[src/rtl/exec_alu_pkg.sv]
package exec_alu_pkg;

  typedef enum logic [3:0] {
    OP_SADD = 4'd0,  OP_SSUB = 4'd1,  OP_UADD = 4'd2,  OP_USUB = 4'd3,
    OP_VADD = 4'd4,  OP_VSUB = 4'd5,  OP_LADD = 4'd6,  OP_LSUB = 4'd7,
    OP_FLD  = 4'd8,  OP_AND  = 4'd9,  OP_OR   = 4'd10, OP_XOR  = 4'd11,
    OP_BND  = 4'd12
  } alu_op_e;

  localparam logic [3:0] OP_LAST = 4'd12;

  typedef enum logic [3:0] {
    CS_FALSE = 4'd0,  CS_ZERO = 4'd1,  CS_LT   = 4'd2,  CS_LE  = 4'd3,
    CS_ADDR  = 4'd4,  CS_NZ   = 4'd5,  CS_GE   = 4'd6,  CS_GT  = 4'd7,
    CS_OVF   = 4'd8,  CS_NC32 = 4'd9,  CS_TAG  = 4'd10, CS_C32 = 4'd11,
    CS_NTAG  = 4'd12, CS_MODE = 4'd13
  } cond_sel_e;

  localparam logic [3:0] CS_LAST = 4'd13;

  typedef enum logic [1:0] {
    CR_KEEP  = 2'd0,
    CR_CLEAR = 2'd1,
    CR_SAVE  = 2'd2
  } carry_rule_e;

  typedef enum logic [2:0] {
    RS_ZERO  = 3'd0,
    RS_SUM   = 3'd1,
    RS_LEFT  = 3'd2,
    RS_FIELD = 3'd3,
    RS_AND   = 3'd4,
    RS_OR    = 3'd5,
    RS_XOR   = 3'd6
  } res_sel_e;

  typedef struct packed {
    logic        is_adder;
    logic        is_sub;
    logic        use_saved;
    carry_rule_e rule;
    res_sel_e    rsel;
    logic        bad;
  } op_ctl_t;

endpackage

[src/rtl/exec_alu_decode.sv]
module exec_alu_decode
  import exec_alu_pkg::*;
(
  input  logic [3:0] op_i,
  input  logic [3:0] csel_i,
  output op_ctl_t    ctl_o,
  output logic       csel_bad_o
);

  always_comb begin
    ctl_o = '{is_adder: 1'b0, is_sub: 1'b0, use_saved: 1'b0,
              rule: CR_KEEP, rsel: RS_ZERO, bad: 1'b0};
    case (op_i)
      OP_SADD: begin ctl_o.is_adder = 1'b1; ctl_o.use_saved = 1'b1;
                     ctl_o.rule = CR_CLEAR; ctl_o.rsel = RS_SUM; end
      OP_SSUB: begin ctl_o.is_adder = 1'b1; ctl_o.use_saved = 1'b1; ctl_o.is_sub = 1'b1;
                     ctl_o.rule = CR_CLEAR; ctl_o.rsel = RS_SUM; end
      OP_UADD: begin ctl_o.is_adder = 1'b1; ctl_o.use_saved = 1'b1;
                     ctl_o.rule = CR_SAVE; ctl_o.rsel = RS_SUM; end
      OP_USUB: begin ctl_o.is_adder = 1'b1; ctl_o.use_saved = 1'b1; ctl_o.is_sub = 1'b1;
                     ctl_o.rule = CR_SAVE; ctl_o.rsel = RS_SUM; end
      OP_VADD: begin ctl_o.is_adder = 1'b1; ctl_o.rsel = RS_SUM; end
      OP_VSUB: begin ctl_o.is_adder = 1'b1; ctl_o.is_sub = 1'b1; ctl_o.rsel = RS_SUM; end
      OP_LADD: begin ctl_o.is_adder = 1'b1; ctl_o.rule = CR_CLEAR; ctl_o.rsel = RS_SUM; end
      OP_LSUB: begin ctl_o.is_adder = 1'b1; ctl_o.is_sub = 1'b1;
                     ctl_o.rule = CR_CLEAR; ctl_o.rsel = RS_SUM; end
      OP_FLD:  ctl_o.rsel = RS_FIELD;
      OP_AND:  ctl_o.rsel = RS_AND;
      OP_OR:   ctl_o.rsel = RS_OR;
      OP_XOR:  ctl_o.rsel = RS_XOR;
      OP_BND:  begin ctl_o.is_adder = 1'b1; ctl_o.is_sub = 1'b1; ctl_o.rsel = RS_LEFT; end
      default: ctl_o.bad = 1'b1;
    endcase
  end

  assign csel_bad_o = (csel_i > CS_LAST);

endmodule

[src/rtl/exec_alu_arith.sv]
module exec_alu_arith
  import exec_alu_pkg::*;
#(
  parameter int WIDTH = 32
) (
  input  logic [WIDTH-1:0] left_i,
  input  logic [WIDTH-1:0] right_i,
  input  logic [WIDTH-1:0] field_i,
  input  op_ctl_t          ctl_i,
  input  logic             carry_i,
  output logic [WIDTH-1:0] result_o,
  output logic [WIDTH-1:0] test_o,
  output logic             c32_o,
  output logic             next_carry_o
);

  localparam int SUMW = WIDTH + 1;

  logic [WIDTH-1:0] rhs;
  logic             cin;
  logic [SUMW-1:0]  sum;

  assign rhs = ctl_i.is_sub ? ~right_i : right_i;
  assign cin = ctl_i.use_saved ? (carry_i ^ ctl_i.is_sub) : ctl_i.is_sub;
  assign sum = {1'b0, left_i} + {1'b0, rhs} + {{WIDTH{1'b0}}, cin};

  assign c32_o = ctl_i.is_adder & (sum[WIDTH] ^ ctl_i.is_sub);

  always_comb begin
    case (ctl_i.rsel)
      RS_SUM:   result_o = sum[WIDTH-1:0];
      RS_LEFT:  result_o = left_i;
      RS_FIELD: result_o = field_i;
      RS_AND:   result_o = left_i & right_i;
      RS_OR:    result_o = left_i | right_i;
      RS_XOR:   result_o = left_i ^ right_i;
      default:  result_o = '0;
    endcase
  end

  assign test_o = (ctl_i.rsel == RS_LEFT) ? sum[WIDTH-1:0] : result_o;

  always_comb begin
    case (ctl_i.rule)
      CR_CLEAR: next_carry_o = 1'b0;
      CR_SAVE:  next_carry_o = c32_o;
      default:  next_carry_o = carry_i;
    endcase
  end

endmodule

[src/rtl/exec_alu_cond.sv]
module exec_alu_cond
  import exec_alu_pkg::*;
#(
  parameter int               WIDTH        = 32,
  parameter int               TAG_W        = 3,
  parameter logic [WIDTH-1:0] KERNEL_LIMIT = 32'h0000_4000
) (
  input  logic [3:0]       csel_i,
  input  logic [WIDTH-1:0] left_i,
  input  logic [WIDTH-1:0] right_i,
  input  logic [WIDTH-1:0] test_i,
  input  logic             c32_i,
  input  logic             bad_i,
  output logic             cond_o
);

  localparam int               NSRC    = 3;
  localparam logic [TAG_W-1:0] TAG_MAX = '1;

  logic [WIDTH-1:0] src [NSRC];
  logic [NSRC-1:0]  tag_hit;
  logic             sgn_diff, lt, zero, ovf, tag_any;

  assign src[0] = left_i;
  assign src[1] = right_i;
  assign src[2] = test_i;

  for (genvar g = 0; g < NSRC; g++) begin : g_tag
    logic [TAG_W-1:0] tag;
    assign tag        = src[g][WIDTH-1 -: TAG_W];
    assign tag_hit[g] = (tag != '0) && (tag != TAG_MAX);
  end

  assign tag_any  = |tag_hit;
  assign sgn_diff = left_i[WIDTH-1] ^ right_i[WIDTH-1];
  assign lt       = c32_i ^ sgn_diff;
  assign zero     = (test_i == '0);
  assign ovf      = (c32_i ^ test_i[WIDTH-1]) ^ sgn_diff;

  always_comb begin
    cond_o = 1'b0;
    if (!bad_i) begin
      case (csel_i)
        CS_ZERO: cond_o = zero;
        CS_LT:   cond_o = lt;
        CS_LE:   cond_o = lt | zero;
        CS_ADDR: cond_o = (test_i < KERNEL_LIMIT);
        CS_NZ:   cond_o = !zero;
        CS_GE:   cond_o = !lt;
        CS_GT:   cond_o = !(lt | zero);
        CS_OVF:  cond_o = ovf;
        CS_NC32: cond_o = !c32_i;
        CS_TAG:  cond_o = tag_any;
        CS_C32:  cond_o = c32_i;
        CS_NTAG: cond_o = !tag_any;
        CS_MODE: cond_o = 1'b1;
        default: cond_o = 1'b0;
      endcase
    end
  end

endmodule

[src/rtl/exec_alu.sv]
module exec_alu
  import exec_alu_pkg::*;
#(
  parameter int                WIDTH        = 32,
  parameter int                TAG_W        = 3,
  parameter logic [WIDTH-1:0]  KERNEL_LIMIT = 32'h0000_4000
) (
  input  logic             clk,
  input  logic             rst_n,
  input  logic             in_valid,
  output logic             in_ready,
  input  logic [WIDTH-1:0] in_left,
  input  logic [WIDTH-1:0] in_right,
  input  logic [WIDTH-1:0] in_field,
  input  logic [3:0]       in_op,
  input  logic [3:0]       in_csel,
  input  logic             in_reject,
  output logic             out_valid,
  input  logic             out_ready,
  output logic [WIDTH-1:0] out_result,
  output logic             out_cond,
  output logic             out_next_carry,
  output logic             out_illegal,
  output logic             carry_q
);

  op_ctl_t          ctl;
  logic             csel_bad;
  logic [WIDTH-1:0] res_w, test_w;
  logic             c32_w, nc_w, cond_w, acc;

  exec_alu_decode u_dec (
    .op_i       (in_op),
    .csel_i     (in_csel),
    .ctl_o      (ctl),
    .csel_bad_o (csel_bad)
  );

  exec_alu_arith #(.WIDTH(WIDTH)) u_arith (
    .left_i       (in_left),
    .right_i      (in_right),
    .field_i      (in_field),
    .ctl_i        (ctl),
    .carry_i      (carry_q),
    .result_o     (res_w),
    .test_o       (test_w),
    .c32_o        (c32_w),
    .next_carry_o (nc_w)
  );

  exec_alu_cond #(.WIDTH(WIDTH), .TAG_W(TAG_W), .KERNEL_LIMIT(KERNEL_LIMIT)) u_cond (
    .csel_i  (in_csel),
    .left_i  (in_left),
    .right_i (in_right),
    .test_i  (test_w),
    .c32_i   (c32_w),
    .bad_i   (ctl.bad | csel_bad),
    .cond_o  (cond_w)
  );

  assign in_ready = !out_valid || out_ready;
  assign acc      = in_valid && in_ready;

  always_ff @(posedge clk) begin
    if (!rst_n) begin
      out_valid      <= 1'b0;
      out_result     <= '0;
      out_cond       <= 1'b0;
      out_next_carry <= 1'b0;
      out_illegal    <= 1'b0;
      carry_q        <= 1'b0;
    end else begin
      if (acc) begin
        out_valid      <= 1'b1;
        out_result     <= res_w;
        out_cond       <= cond_w;
        out_next_carry <= nc_w;
        out_illegal    <= ctl.bad | csel_bad;
        if (!in_reject && !cond_w) carry_q <= nc_w;
      end else if (out_ready) begin
        out_valid <= 1'b0;
      end
    end
  end

  // a stalled result holds
  p_hold_r1: assert property (@(posedge clk) disable iff (!rst_n)
    (out_valid && !out_ready) |=> (out_valid && $stable(out_result) && $stable(out_cond)
                                   && $stable(out_next_carry) && $stable(out_illegal)));

  // saved carry moves only on an accepted, unrejected operation
  p_carry_hold_r5: assert property (@(posedge clk) disable iff (!rst_n)
    !(acc && !in_reject) |=> $stable(carry_q));

  // signed add/sub report a cleared carry
  p_signed_clear_r4: assert property (@(posedge clk) disable iff (!rst_n)
    (acc && (in_op == OP_SADD || in_op == OP_SSUB)) |=> !out_next_carry);

  // bounds check returns the left operand
  p_bound_left_r7: assert property (@(posedge clk) disable iff (!rst_n)
    (acc && in_op == OP_BND) |=> (out_result == $past(in_left)));

  // mode-fault selector always fires on a legal operation
  p_mode_true_r11: assert property (@(posedge clk) disable iff (!rst_n)
    (acc && in_csel == CS_MODE && in_op <= OP_LAST) |=> out_cond);

  // an illegal code never raises the condition
  p_illegal_quiet_r12: assert property (@(posedge clk) disable iff (!rst_n)
    (out_valid && out_illegal) |-> !out_cond);

endmodule

[config.mk]
export PLATFORM = sky130hd
export DESIGN_NAME = exec_alu
export DESIGN_NICKNAME = d
export VERILOG_FILES = /design/src/rtl/exec_alu_pkg.sv /design/src/rtl/exec_alu_decode.sv /design/src/rtl/exec_alu_arith.sv /design/src/rtl/exec_alu_cond.sv /design/src/rtl/exec_alu.sv
export SDC_FILE = /design/constraint.sdc
export NUM_CORES = 1
export LEC_CHECK = 0
export BUFFER_PORTS_ARGS = -buffer_cell sky130_fd_sc_hd__buf_4
export CAP_MARGIN = 30
export CORE_UTILIZATION = 55
export DETAILED_ROUTE_END_ITERATION = 8
export HOLD_SLACK_MARGIN = 0.02
export PLACE_DENSITY = 0.8
export SETUP_SLACK_MARGIN = 0.02
export SLEW_MARGIN = 15
export SYNTH_ARGS = -nofsm -noshare
export SYNTH_HDL_FRONTEND = slang
export SYNTH_HIERARCHICAL = 1
export SYNTH_SLANG_ARGS = --single-unit
[constraint.sdc]
create_clock -name clk -period 6.6 [get_ports clk]
set_input_delay 0.66 -clock clk [delete_from_list [all_inputs] [get_ports clk]]
set_output_delay 0.66 -clock clk [all_outputs]
set_load 0.01 [all_outputs]
==> metrics.txt <==
Filler Cell Count 1136; fin cells 1244; Leakage 3.83 nW; worst min-delay path category reg2reg; Max-slew headroom 36.8%; Die ar. 12900 um^2; Area growth syn-to-layout 19.8%; mux share of post-synthesis cell area 3.79%; # Max-Cap Violations 0; Initial DRT Pass Iterations 6; Max clock buf depth 2; # diodes 0; height of the die 114 um; Tcrit/Tclk final 90.1%; main combinational cell family by area after synthesis compound AO/OA/AOI/OAI gates; Area contributors post-synth ha_1 (18%), dfxtp_1 (11%), a21oi_1 (8.3%); Worst setup SP type primary input; top_reg_cell synth dfxtp_1; Slew Limit Fails 0; Synth async-reset ratio 0%; Cells after Synth 981; Synth Area in Simple Gates 17.4%; Worst-Margin Slew 946 ps; TritonCTS Buffers 5; gr ovfl total 0; Cell Int Power 0.805 mW; Most Crowded Layer GR met2; IO Pins 147; total negative slack 0 ps; critical path arrival 6120 ps; num rows 40; GP Congestion 0.980; clock tree root driver cell clkbuf_16; worst hold margin 477 ps; Synth cell types 77; Port Buffers 146; Worst-Skew Late Latency 280 ps; Post-CTS Setup Repair Bufs 0; Mapped Nets 1189; Max IR drop VDD 0.128 mV; via count 7691; EDFF count, synth 0; Clk pin slew, worst setup/hold paths 60 ps; Util after Layout 67.9%; RSZ-0062 raised after global routing no; fin worst setup slack 656 ps; Seq cells post-synth 37; final hold vios 0; status completed; highest clock rate 0.168 GHz; post-synthesis adder-cell area fraction 18.3%; Reg power frac 18.1%; Clock power frac 22.1%; CP Capture Type flip-flop; CTS Sinks 37; power per cell area 171 nW/um^2; Yosys top cell by area ha_1; final WL 21500 um; critical path peak fanout 19; Post-route DRC 0; Starting Density 56.7%; Post-Synth XOR/XNOR Area 8.88%; Sw Ratio 42.8%; Tot Pwr 1.41 mW; post-synthesis area per instance 7.00 um^2; width of the die 114 um; worst r2r path cells 19; reg2reg setup slack 1200 ps; # H-tree levels 2; ANT nets after route 0; pin count of the biggest net entering global routing 49; Compound-Gate Fraction of Synth Area 32.3%; placed inst area 8030 um^2; Post-CTS Hold Fix Bufs 0; cts repair resizes 0; Setup Crit Path Kind in2reg; Via density 6.18; switching power 0.603 mW; layout cells sized above 1 18.2%; pre-CTS setup slack 519 ps; Routed wire per std cell 17.3 um; Hold Path Stages 2; hpwl dp 16700 um; number of synthesis warnings 6; combinational share of power 59.8%; Synth top cells by count a21oi_1 (114), o21ai_0 (106), ha_1 (97); synthesized cell area 6860 um^2; crit-path max cell delay 560 ps; nets 1283; met3 Track Usage GR 3.99%; delay-heaviest family, CP compound AO/OA/AOI/OAI gates; CP max-delay cell or4_4; core area 12100 um^2; Layout Skew 4.20 ps; gr usage total 33.0%; Seq/Total Area, Yosys 10.8%; Crit path depth 21; WP data required 6770 ps; CP cell instances buf_4 -> or2_4 -> o22ai_4 -> buf_4 -> xor2_1 -> ha_1 -> a211o_1 -> o21ai_2 -> nand2_2 -> a2111oi_4 -> nor2_2 -> a211oi_2 -> mux2i_1 -> o221ai_1 -> or3_2 -> a222oi_1 -> o311ai_0 -> o211ai_1 -> o211ai_1 -> or4_4 -> mux2i_1; fin area 8220 um^2; crit path time final 5940 ps; endpoints failing setup 0; GR Util met1 45.0%; dpl cells 1236; top-count cell post-synth a21oi_1; first-pass GRT wire length 34500 um; GRT met2 Usage 53.8%; Buffers & Inverters on Critical Path 2; initial antenna violation count 0; TritonCTS clock tree built; initial drt markers 817; post-synth top area share 17.7%; vias in the first global route 6910
## sequential cells by signal, indices dropped and copies added, names as in the netlist
signal and cells:
carry_q 1, out_cond 1, out_illegal 1, out_next_carry 1, out_result 32, out_valid 1
## metal layers
metal,up-vias,routed length (um)
met4,0,679
met5,-,0
li1,3707,-
met2,397,9450
met3,58,1820
met1,3529,9510
## kinds of logic (layout without fill, tap and decap cells)
family / after synthesis / after routing
adder cells (fa/ha/maj): 99 / 99
multiplexers: 26 / 26
XOR/XNOR: 68 / 68
buffers and inverters: 148 / 243
flip-flops: 37 / 37
AO/OA/AOI/OAI: 365 / 365
AND/OR/NAND/NOR: 238 / 238
## worst min-delay path, cell delays in order, from the launching register on
cell     delay (ps)
dfxtp_1         300
o21ai_0          60
a21oi_1          60
## cell usage in the layout (no fill, tap or decap), types with 26 or more instances in the layout
cell type  count
dfxtp_1       37
mux2i_1       26
nand2_1       84
ha_1          97
buf_4        157
inv_1         74
nand3_1       45
o21ai_0      106
a21oi_1      114
xor2_1        47
nor2_1        39
## area by class of cell
class,instances,area [um^2],area share [%]
multi-input combinational,796,5580,67.9
timing repair buffer,158,1210,14.7
sequential,37,741,9.01
inverter,77,292,3.54
tap,168,210,2.56
clock buffer,5,125,1.52
clock inverter,3,68.8,0.837
## power groups by stage
stage | clock network (mW) | registers, mW | logic [mW]
2_1_floorplan | 0 | 0.268 | 0.553
3_3_place_gp | 0 | 0.259 | 0.809
3_5_place_dp | 0 | 0.260 | 0.817
4_1_cts | 0.314 | 0.255 | 0.823
5_1_grt | 0.323 | 0.257 | 0.916
6_report | 0.312 | 0.255 | 0.842
## worst paths after layout
path,from,to
setup / recovery,in_op[1],carry_q
hold reg to reg,out_result[28],out_result[28]
setup reg to reg,carry_q,carry_q
hold / removal,out_result[28],out_result[28]
Note: power is estimated with default switching activity, not from simulation.
